`src/rtl/irq_router_pkg.sv`:
```
// Shared field positions, reset values and helpers for the interrupt router.
// Assumes a 32-bit register word and a 4-bit priority field.
package irq_router_pkg;
    localparam int WORD_W       = 32;
    localparam int PRIO_W       = 4;
    localparam int VP_MASK_BIT  = 31;
    localparam int VP_ACT_BIT   = 30;
    localparam int VP_SENSE_BIT = 22;
    localparam int VP_PRIO_LSB  = 16;
    localparam logic [WORD_W-1:0] VP_RESET_VAL  = 32'hA000_0000;
    localparam logic [WORD_W-1:0] DST_RESET_VAL = 32'h0000_0000;

    typedef enum logic {
        SEL_VECPRI = 1'b0,
        SEL_DEST   = 1'b1
    } reg_sel_e;

    // Bits of a destination word that are kept on a write.
    function automatic logic [WORD_W-1:0] dst_keep_mask(input int ncpu);
        logic [WORD_W-1:0] m;
        m = 32'hC000_0000;
        for (int b = 0; b < ncpu; b++) m[b] = 1'b1;
        return m;
    endfunction
endpackage

```
`src/rtl/irq_in_sync.sv`:
```
// Two-flop synchroniser with rising-edge detection for a bus of request lines.
// Assumes each raw line is held long enough to be seen by two flops.
module irq_in_sync #(
    parameter int WIDTH = 8
) (
    input  logic             clk,
    input  logic             rst_n,
    input  logic [WIDTH-1:0] raw,
    output logic [WIDTH-1:0] level,
    output logic [WIDTH-1:0] rise
);
    logic [WIDTH-1:0] meta_q;
    logic [WIDTH-1:0] sync_q;
    logic [WIDTH-1:0] prev_q;

    // Synchronise the raw lines and remember the previous synchronised value.
    always_ff @(posedge clk) begin
        if (!rst_n) begin
            meta_q <= '0;
            sync_q <= '0;
            prev_q <= '0;
        end else begin
            meta_q <= raw;
            sync_q <= meta_q;
            prev_q <= sync_q;
        end
    end

    // Present the level and a one-cycle rising-edge pulse.
    always_comb begin
        level = sync_q;
        rise  = sync_q & ~prev_q;
    end
endmodule

```
`src/rtl/irq_src_slot.sv`:
```
// One interrupt source: configuration registers, pending and activity state,
// and the delivery gate towards destination 0.
// Assumes the caller decodes the write strobe and the acknowledge for this slot.
module irq_src_slot
    import irq_router_pkg::*;
#(
    parameter int NUM_CPU = 2
) (
    input  logic              clk,
    input  logic              rst_n,
    input  logic              wr_en,
    input  logic              wr_sel,
    input  logic [WORD_W-1:0] wdata,
    input  logic              line_level,
    input  logic              line_rise,
    input  logic [PRIO_W-1:0] task_prio,
    input  logic              in_raised,
    input  logic              ack_hit,
    output logic [WORD_W-1:0] vp_word,
    output logic [WORD_W-1:0] dst_word,
    output logic              active,
    output logic              deliver
);
    localparam logic [WORD_W-1:0] KEEP = dst_keep_mask(NUM_CPU);

    logic [WORD_W-1:0] vp_q;
    logic [WORD_W-1:0] dst_q;
    logic              pend_q;
    logic              act_q;
    logic              is_level;
    logic              masked;
    logic [PRIO_W-1:0] prio;

    // Decode configuration fields of the stored word.
    always_comb begin
        is_level = vp_q[VP_SENSE_BIT];
        masked   = vp_q[VP_MASK_BIT];
        prio     = vp_q[VP_PRIO_LSB +: PRIO_W];
    end

    // Delivery gate: every condition must allow the source.
    always_comb begin
        deliver = pend_q && !masked && (prio != '0) && !act_q
                  && (dst_q != '0) && dst_q[0] && (prio > task_prio)
                  && !in_raised;
    end

    // Configuration registers; the activity bit position is never stored.
    always_ff @(posedge clk) begin
        if (!rst_n) begin
            vp_q  <= VP_RESET_VAL;
            dst_q <= DST_RESET_VAL;
        end else if (wr_en) begin
            if (wr_sel == SEL_DEST) dst_q <= wdata & KEEP;
            else                    vp_q  <= wdata & ~(32'h1 << VP_ACT_BIT);
        end
    end

    // Pending: follows the level, or is set by an edge and held until delivered.
    always_ff @(posedge clk) begin
        if (!rst_n)          pend_q <= 1'b0;
        else if (is_level)   pend_q <= line_level;
        else if (line_rise)  pend_q <= 1'b1;
        else if (deliver)    pend_q <= 1'b0;
    end

    // Activity: set on delivery, ended by a low level or an edge acknowledge.
    always_ff @(posedge clk) begin
        if (!rst_n)                      act_q <= 1'b0;
        else if (deliver)                act_q <= 1'b1;
        else if (is_level && !line_level) act_q <= 1'b0;
        else if (!is_level && ack_hit)   act_q <= 1'b0;
    end

    // Present the readable words with the live activity bit inserted.
    always_comb begin
        vp_word             = vp_q;
        vp_word[VP_ACT_BIT] = act_q;
        dst_word            = dst_q;
        active              = act_q;
    end
endmodule

```
`src/rtl/irq_raised_set.sv`:
```
// Raised set of the single modelled destination.
// Assumes a delivering source is never the one being acknowledged.
module irq_raised_set #(
    parameter int NUM_SRC = 8,
    localparam int IDX_W  = (NUM_SRC > 1) ? $clog2(NUM_SRC) : 1
) (
    input  logic               clk,
    input  logic               rst_n,
    input  logic [NUM_SRC-1:0] deliver,
    input  logic               ack_en,
    input  logic [IDX_W-1:0]   ack_idx,
    output logic [NUM_SRC-1:0] raised
);
    logic [NUM_SRC-1:0] ack_vec;

    // One-hot form of the acknowledge.
    always_comb begin
        ack_vec = '0;
        if (ack_en) ack_vec[ack_idx] = 1'b1;
    end

    // Remove acknowledged sources, add delivered ones.
    always_ff @(posedge clk) begin
        if (!rst_n) raised <= '0;
        else        raised <= (raised & ~ack_vec) | deliver;
    end
endmodule

```
`src/rtl/irq_src_router.sv`:
```
// Top: per-source configuration and gating, routing to one destination.
// Assumes a single destination processor (bit 0 of each destination word).
module irq_src_router
    import irq_router_pkg::*;
#(
    parameter int NUM_SRC = 8,
    parameter int NUM_CPU = 2,
    localparam int IDX_W  = (NUM_SRC > 1) ? $clog2(NUM_SRC) : 1
) (
    input  logic               clk,
    input  logic               rst_n,
    input  logic [NUM_SRC-1:0] irq_in,
    input  logic [3:0]         task_prio,
    input  logic               reg_wr_en,
    input  logic               reg_sel,
    input  logic [IDX_W-1:0]   reg_idx,
    input  logic [31:0]        reg_wdata,
    output logic [31:0]        reg_rdata,
    input  logic               ack_en,
    input  logic [IDX_W-1:0]   ack_idx,
    output logic [NUM_SRC-1:0] raised,
    output logic               irq_out
);
    logic [NUM_SRC-1:0]             line_level;
    logic [NUM_SRC-1:0]             line_rise;
    logic [NUM_SRC-1:0]             deliver;
    logic [NUM_SRC-1:0]             act_all;
    logic [NUM_SRC-1:0][WORD_W-1:0] vp_all;
    logic [NUM_SRC-1:0][WORD_W-1:0] dst_all;

    irq_in_sync #(.WIDTH(NUM_SRC)) sync_i (
        .clk   (clk),
        .rst_n (rst_n),
        .raw   (irq_in),
        .level (line_level),
        .rise  (line_rise)
    );

    for (genvar i = 0; i < NUM_SRC; i++) begin : g_slot
        irq_src_slot #(.NUM_CPU(NUM_CPU)) slot_i (
            .clk        (clk),
            .rst_n      (rst_n),
            .wr_en      (reg_wr_en && (reg_idx == IDX_W'(i))),
            .wr_sel     (reg_sel),
            .wdata      (reg_wdata),
            .line_level (line_level[i]),
            .line_rise  (line_rise[i]),
            .task_prio  (task_prio),
            .in_raised  (raised[i]),
            .ack_hit    (ack_en && (ack_idx == IDX_W'(i))),
            .vp_word    (vp_all[i]),
            .dst_word   (dst_all[i]),
            .active     (act_all[i]),
            .deliver    (deliver[i])
        );
    end

    irq_raised_set #(.NUM_SRC(NUM_SRC)) rset_i (
        .clk     (clk),
        .rst_n   (rst_n),
        .deliver (deliver),
        .ack_en  (ack_en),
        .ack_idx (ack_idx),
        .raised  (raised)
    );

    // Combinational register read and request output.
    always_comb begin
        reg_rdata = (reg_sel == SEL_DEST) ? dst_all[reg_idx] : vp_all[reg_idx];
        irq_out   = |raised;
    end
endmodule

```
`config.mk`:
```
export PLATFORM = sky130hd
export DESIGN_NAME = irq_src_router
export DESIGN_NICKNAME = d
export VERILOG_FILES = /design/src/rtl/irq_router_pkg.sv /design/src/rtl/irq_in_sync.sv /design/src/rtl/irq_src_slot.sv /design/src/rtl/irq_raised_set.sv /design/src/rtl/irq_src_router.sv
export SDC_FILE = /design/constraint.sdc
export NUM_CORES = 1
export LEC_CHECK = 0
export CAP_MARGIN = 40
export CORE_MARGIN = 4
export CORE_UTILIZATION = 45
export CTS_BUF_LIST = sky130_fd_sc_hd__clkbuf_16
export DETAILED_ROUTE_END_ITERATION = 16
export DONT_BUFFER_PORTS = 1
export GPL_TIMING_DRIVEN = 0
export HOLD_SLACK_MARGIN = 0.1
export PLACE_DENSITY = 0.6
export SLEW_MARGIN = 40
export SYNTH_ARGS = -nofsm -noshare
export SYNTH_HDL_FRONTEND = slang
export SYNTH_SLANG_ARGS = --single-unit
export TNS_END_PERCENT = 100
```
`constraint.sdc`:
```
create_clock -name clk -period 1.6 [get_ports clk]
set_input_delay 0.16 -clock clk [delete_from_list [all_inputs] [get_ports clk]]
set_output_delay 0.16 -clock clk [all_outputs]
set_load 0.02 [all_outputs]
```
Yosys cells after proc, flatten, opt, wreduce, memory -nomap -nowiden --
Index checks and enable logic that the tools add are counted. W data, S select, Z words.
Operators by class: equality and inequality tests 14, reductions and logical operators 180, bitwise logic cells 6, multiplexer cells 56, $lt $le $gt $ge 11
Operator list (number):
- $reduce_bool A32 Y1 | 8
- $bmux W32 S3 | 2
- $mux W32 | 3
- $logic_and A1 B1 Y1 | 89
- $mux W1 | 49
- $reduce_bool A3 Y1 | 16
- $logic_not A1 Y1 | 40
- $gt A4 B4 Y1 | 8
- $reduce_and A2 Y1 | 16
- $reduce_bool A4 Y1 | 8
- $eq A3 B3 Y1 const B | 8
- $and A8 B8 Y8 | 2
- $not A8 Y8 | 2
- $eq A3 B2 Y1 const B | 4
- $lt A3 B4 Y1 const B | 2
- $mux W8 | 1
- $or A8 B8 Y8 | 1
- $reduce_or A8 Y1 | 1
- $eq A3 B1 Y1 const B | 2
- $logic_not A3 Y1 | 2
- $demux W1 S3 | 1
- $ge A3 B1 Y1 const B | 1
- $not A1 Y1 | 1
Word-level totals: register bits after elaboration 328

Depth between registers and ports, before layout --
depth after elaboration 11, mapped depth 7, depth with buffers taken out 6

By module --
From an unflattened synthesis, not the netlist that was laid out.
Second synthesis, totals: cells, all modules 2062, area total of the unflattened synthesis 18700.4 µm²
Modules (own cells, without submodules):
- irq_src_slot | sequential area each 740.7 µm², area an instance 1719.1 µm², times used 8, cells each 208
- irq_src_router | sequential area each 0.0 µm², area an instance 3871.2 µm², times used 1, cells each 301
- irq_in_sync | sequential area each 480.5 µm², area an instance 714.4 µm², times used 1, cells each 58
- irq_raised_set | sequential area each 160.2 µm², area an instance 361.6 µm², times used 1, cells each 39

Worst setup path after synthesis --
Ideal clock, no wire load.
kind input port to output port, start input port reg_idx[0], end output port reg_rdata[31], stages on the path 5, setup slack 77 ps, arrival 1363 ps, path buffers 2, path through buf_4 buf_4 mux4_2 a22oi_1 nand2_1
Between the ends: word-level cells in the longest chain between the ends 3, elaborated cells between the ends (all ways) 5, classes of those cells 5 x mux
Ends and longest elaborated chain:
- start: declaration | line irq_src_router.sv:16 | input logic [IDX_W-1:0] reg_idx,
- $bmux W32 S3 | line irq_src_router.sv:69 | reg_rdata = (reg_sel == SEL_DEST) ? dst_all[reg_idx] : vp_all[reg_idx];
- $mux W32 (implied by the code) | line irq_src_router.sv:69
- $mux W32 * | line irq_src_router.sv:69
- end: declaration | line irq_src_router.sv:18 | output logic [31:0] reg_rdata,
Every way passes the cells marked *; elsewhere a longest branch is shown, timed or not. The select of a mux whose other input is x is not followed.

Final worst setup path --
start register g_slot[7].slot_i.act_q, end output port reg_rdata[30]
Between the ends: word-level cells in the longest chain between the ends 3
Ends and longest elaborated chain:
- start: declaration | line irq_src_slot.sv:29 | logic act_q;
- start signal: assignment | line irq_src_slot.sv:69 | if (!rst_n) act_q <= 1'b0;
- start signal: assignment | line irq_src_slot.sv:70 | else if (deliver) act_q <= 1'b1;
- start signal: assignment | line irq_src_slot.sv:71 | else if (is_level && !line_level) act_q <= 1'b0;
- $bmux W32 S3 | line irq_src_router.sv:69
- $mux W32 (implied by the code) | line irq_src_router.sv:69
- $mux W32 | line irq_src_router.sv:69
Every way passes these cells. The select of a mux whose other input is x is not followed.

==> results.sh <==
export IMPL_status="finished with violations"
export IMPL_failed_checks="negative setup slack"
export IMPL_critPathCaptureType="output port"
export IMPL_ys_seq_elements=328
export IMPL_ir_drop_v=0.0007870
export IMPL_layout_setup_ws_ps=-305.9
export IMPL_layout_common_cells="nand2_1 (544), dfxtp_1 (256), a21boi_1 (235)"
export IMPL_hold_viol_final=0
export IMPL_finClkSkew_ps=19.90
export IMPL_dp_hpwl_um=34490
export IMPL_p_sw_mw=4.346
export IMPL_grt_pass1_vias=12820
export IMPL_cts_sinks=328
export IMPL_syn_avg_cell_area_um2=8.969
export IMPL_slew_viol_final=0
export IMPL_synth_edf_count=0
export IMPL_slowest_stage="mux4_2"
export IMPL_fp_row_count=67
export IMPL_port_buffers=0
export IMPL_clk_latency_ps=530
export IMPL_postSynthCellCount=1721
export IMPL_cts_clk_slew_worst_paths_ps=60
export IMPL_drt_vias_per_instance=5.655
export IMPL_required_ps=1440
export IMPL_gr_total_overflow=0
export IMPL_slew_headroom_pct=48.54
export IMPL_fin_cells=2312
export IMPL_pwr_share_seq_pct=46.6
export IMPL_synth_distinct_cells=39
export IMPL_grt_pass1_wl_um=76820
export IMPL_ff_latch_area_um2=6699
export IMPL_startpoint_type="flop"
export IMPL_routed_wl_um=50660
export IMPL_rsz0062_at_grt="yes"
export IMPL_netlist_area_um2=15430
export IMPL_cts_max_path_buffers=3
export IMPL_fin_util_pct=55.30
export IMPL_worst_path_max_fanout=2
export IMPL_dp_cells=2169
export IMPL_fin_crit_ps=1906
export IMPL_die_h_um=193.2
export IMPL_num_vias=13070
export IMPL_pre_cts_ws_ps=-476.8
export IMPL_drc=0
export IMPL_comb_power_share_pct=8.4
export IMPL_initialDrtViolationCount=794
export IMPL_ys_flop_type="dfxtp_1"
export IMPL_drtPass1Iterations=5
export IMPL_pin_count=96
export IMPL_crit_arrival_ps=1750
export IMPL_wire_per_inst_um=21.91
export IMPL_ant_nets=0
export IMPL_timing_fmax_mhz=524.7
export IMPL_fillCellCount=3044
export IMPL_numCtsBuffers=37
export IMPL_finalCritPeriodShare_pct=119.1
export IMPL_yosys_warnings=0
export IMPL_leakagePower_nw=6.568
export IMPL_place_gp_congestion=0.9180
export IMPL_setup_violations=44
export IMPL_syn_nets=1808
export IMPL_start_util_pct=45.80
export IMPL_path_cells="mux4_2 -> a22oi_2 -> nand2_2"
export IMPL_power_density_nw_per_um2=961.4
export IMPL_syn_to_final_growth_pct=20.74
export IMPL_path_class="reg2out"
export IMPL_die_area_um2=37330
export IMPL_crit_family="multiplexers"
export IMPL_max_cap_violations=0
export IMPL_final_common_cell="nand2_1"
export IMPL_die_w_um=193.2
export IMPL_core_area_um2=33700
export IMPL_multi_input_area_um2=8519
export IMPL_clkPwrFrac_pct=45.0
export IMPL_cts_root_buffer="clkbuf_16"
export IMPL_tritoncts="built"
export IMPL_seq_area_frac_synth_pct=42.54
export IMPL_path_buf_inv=0
export IMPL_hold_path_class="in2reg"
export IMPL_grt_use_total_pct=26.03
export IMPL_switching_share_pct=24.25
export IMPL_final_layout_size_suffix_gt1_share_pct=21.95
export IMPL_grt_max_degree=14
export IMPL_critPathMaxStageDelay_ps=540
export IMPL_htree_levels=2
export IMPL_p_int_mw=13.57
export IMPL_async_flop_share_pct=0
export IMPL_fin_nets=1928
export IMPL_worst_pin_slew_ps=771.9
export IMPL_power_total_mw=17.92
export IMPL_antenna_found_initial=1
-- through the flow --
stage | instance area, um2 | hold WS [ps] | TNS (ps)
6_report | 18640 | 91.49 | -6240
5_1_grt | 18630 | 117.3 | -8109
4_1_cts | 18150 | 99.97 | -17890
3_5_place_dp | 16000 | 290.3 | -54940
3_3_place_gp | 16000 | 289.7 | -50320
2_1_floorplan | 15430 | 287.3 | 0
-- final timing paths --
path | end | start | slack [ps] | cells past startpoint
min | g_slot[5].slot_i.vp_q[0] | reg_idx[1] | 90 | 4
max | reg_rdata[30] | g_slot[7].slot_i.active | -310 | 3
min reg2reg | sync_i.level[5] | sync_i.meta_q[5] | 430 | 1
max reg2reg | g_slot[7].slot_i.pend_q | g_slot[7].slot_i.vp_q[18] | -90 | 7
-- area by class of cell --
| cell class | instances | area share (%) |
|---|---|---|
| multi-input cells | 1214 | 45.71 |
| flip-flops and latches | 328 | 35.94 |
| clock buffers | 39 | 5.237 |
| plain buffers | 167 | 4.908 |
| repair buffers | 82 | 4.149 |
| well taps | 448 | 3.008 |
| clock inverters | 22 | 0.8056 |
| inverters | 11 | 0.2216 |
| diodes | 1 | 0.01343 |
-- cells by family after synthesis --
logic type / share of synthesized area [%]
AO/OA/AOI/OAI: 17.25
adder cells (fa/ha/maj): 2.594
buffers and inverters: 5.666
flip-flops: 42.54
multiplexers: 12.32
AND/OR/NAND/NOR: 19.63
-- registers in the layout, summed over array words and instances, names as in the netlist --
signal,flops
g_slot.slot_i.active,8
g_slot.slot_i.dst_word,32
g_slot.slot_i.pend_q,8
g_slot.slot_i.vp_q,248
rset_i.raised,8
sync_i.level,8
sync_i.meta_q,8
sync_i.prev_q,8
-- per-layer routing --
layer / track usage, % / vias up / share of wire [%]
li1: - / 6096 / -
met1: 34.84 / 6405 / 43
met2: 42.29 / 484 / 46
met3: 5.010 / 89 / 7.5
met4: 9.389 / 0 / 3.6
met5: 0 / - / 0
-- power by group through the flow --
stage / Clock, mW / Combinational (mW) / Sequential (mW)
final: 8.07 / 1.50 / 8.35
after floorplan: 0 / 0.871 / 8.52
after global placement: 0 / 1.24 / 8.55
after detailed placement: 0 / 1.26 / 8.56
after CTS: 8.19 / 1.43 / 8.36
after global routing: 8.49 / 1.61 / 8.36
-- timing repair --
item / in CTS / in global routing
pin swaps: 16 / 33
hold buffers: 53 / 0
endpoints found under the setup margin: 33 / 208
hold endpoints to repair: 284 / 0
setup buffers: 14 / 15
resized for setup: 125 / 158
-- Yosys cell counts, types with 11 or more instances --
library cell | count | share of area [%]
o211ai_1 | 16 | 0.78
mux4_2 | 72 | 11
a21boi_0 | 48 | 2.3
o21ai_0 | 24 | 0.78
and2_1 | 27 | 1.1
nor2b_1 | 13 | 0.53
nand2b_1 | 18 | 0.73
nor2_1 | 41 | 1.0
nand2_1 | 549 | 13
a21boi_1 | 232 | 11
clkbuf_1 | 81 | 2.0
ha_1 | 32 | 2.6
nand3_1 | 34 | 1.1
inv_1 | 11 | 0.27
buf_2 | 56 | 1.8
dfxtp_1 | 328 | 43
buf_4 | 23 | 1.1
mux2i_1 | 28 | 1.8
-- tightest hold or removal path: stages --
cell and delay (ps):
nand3b_1 150, nor2_1 110, nand2_1 70, a21boi_0 70
Power figures use the tool's default switching activity.
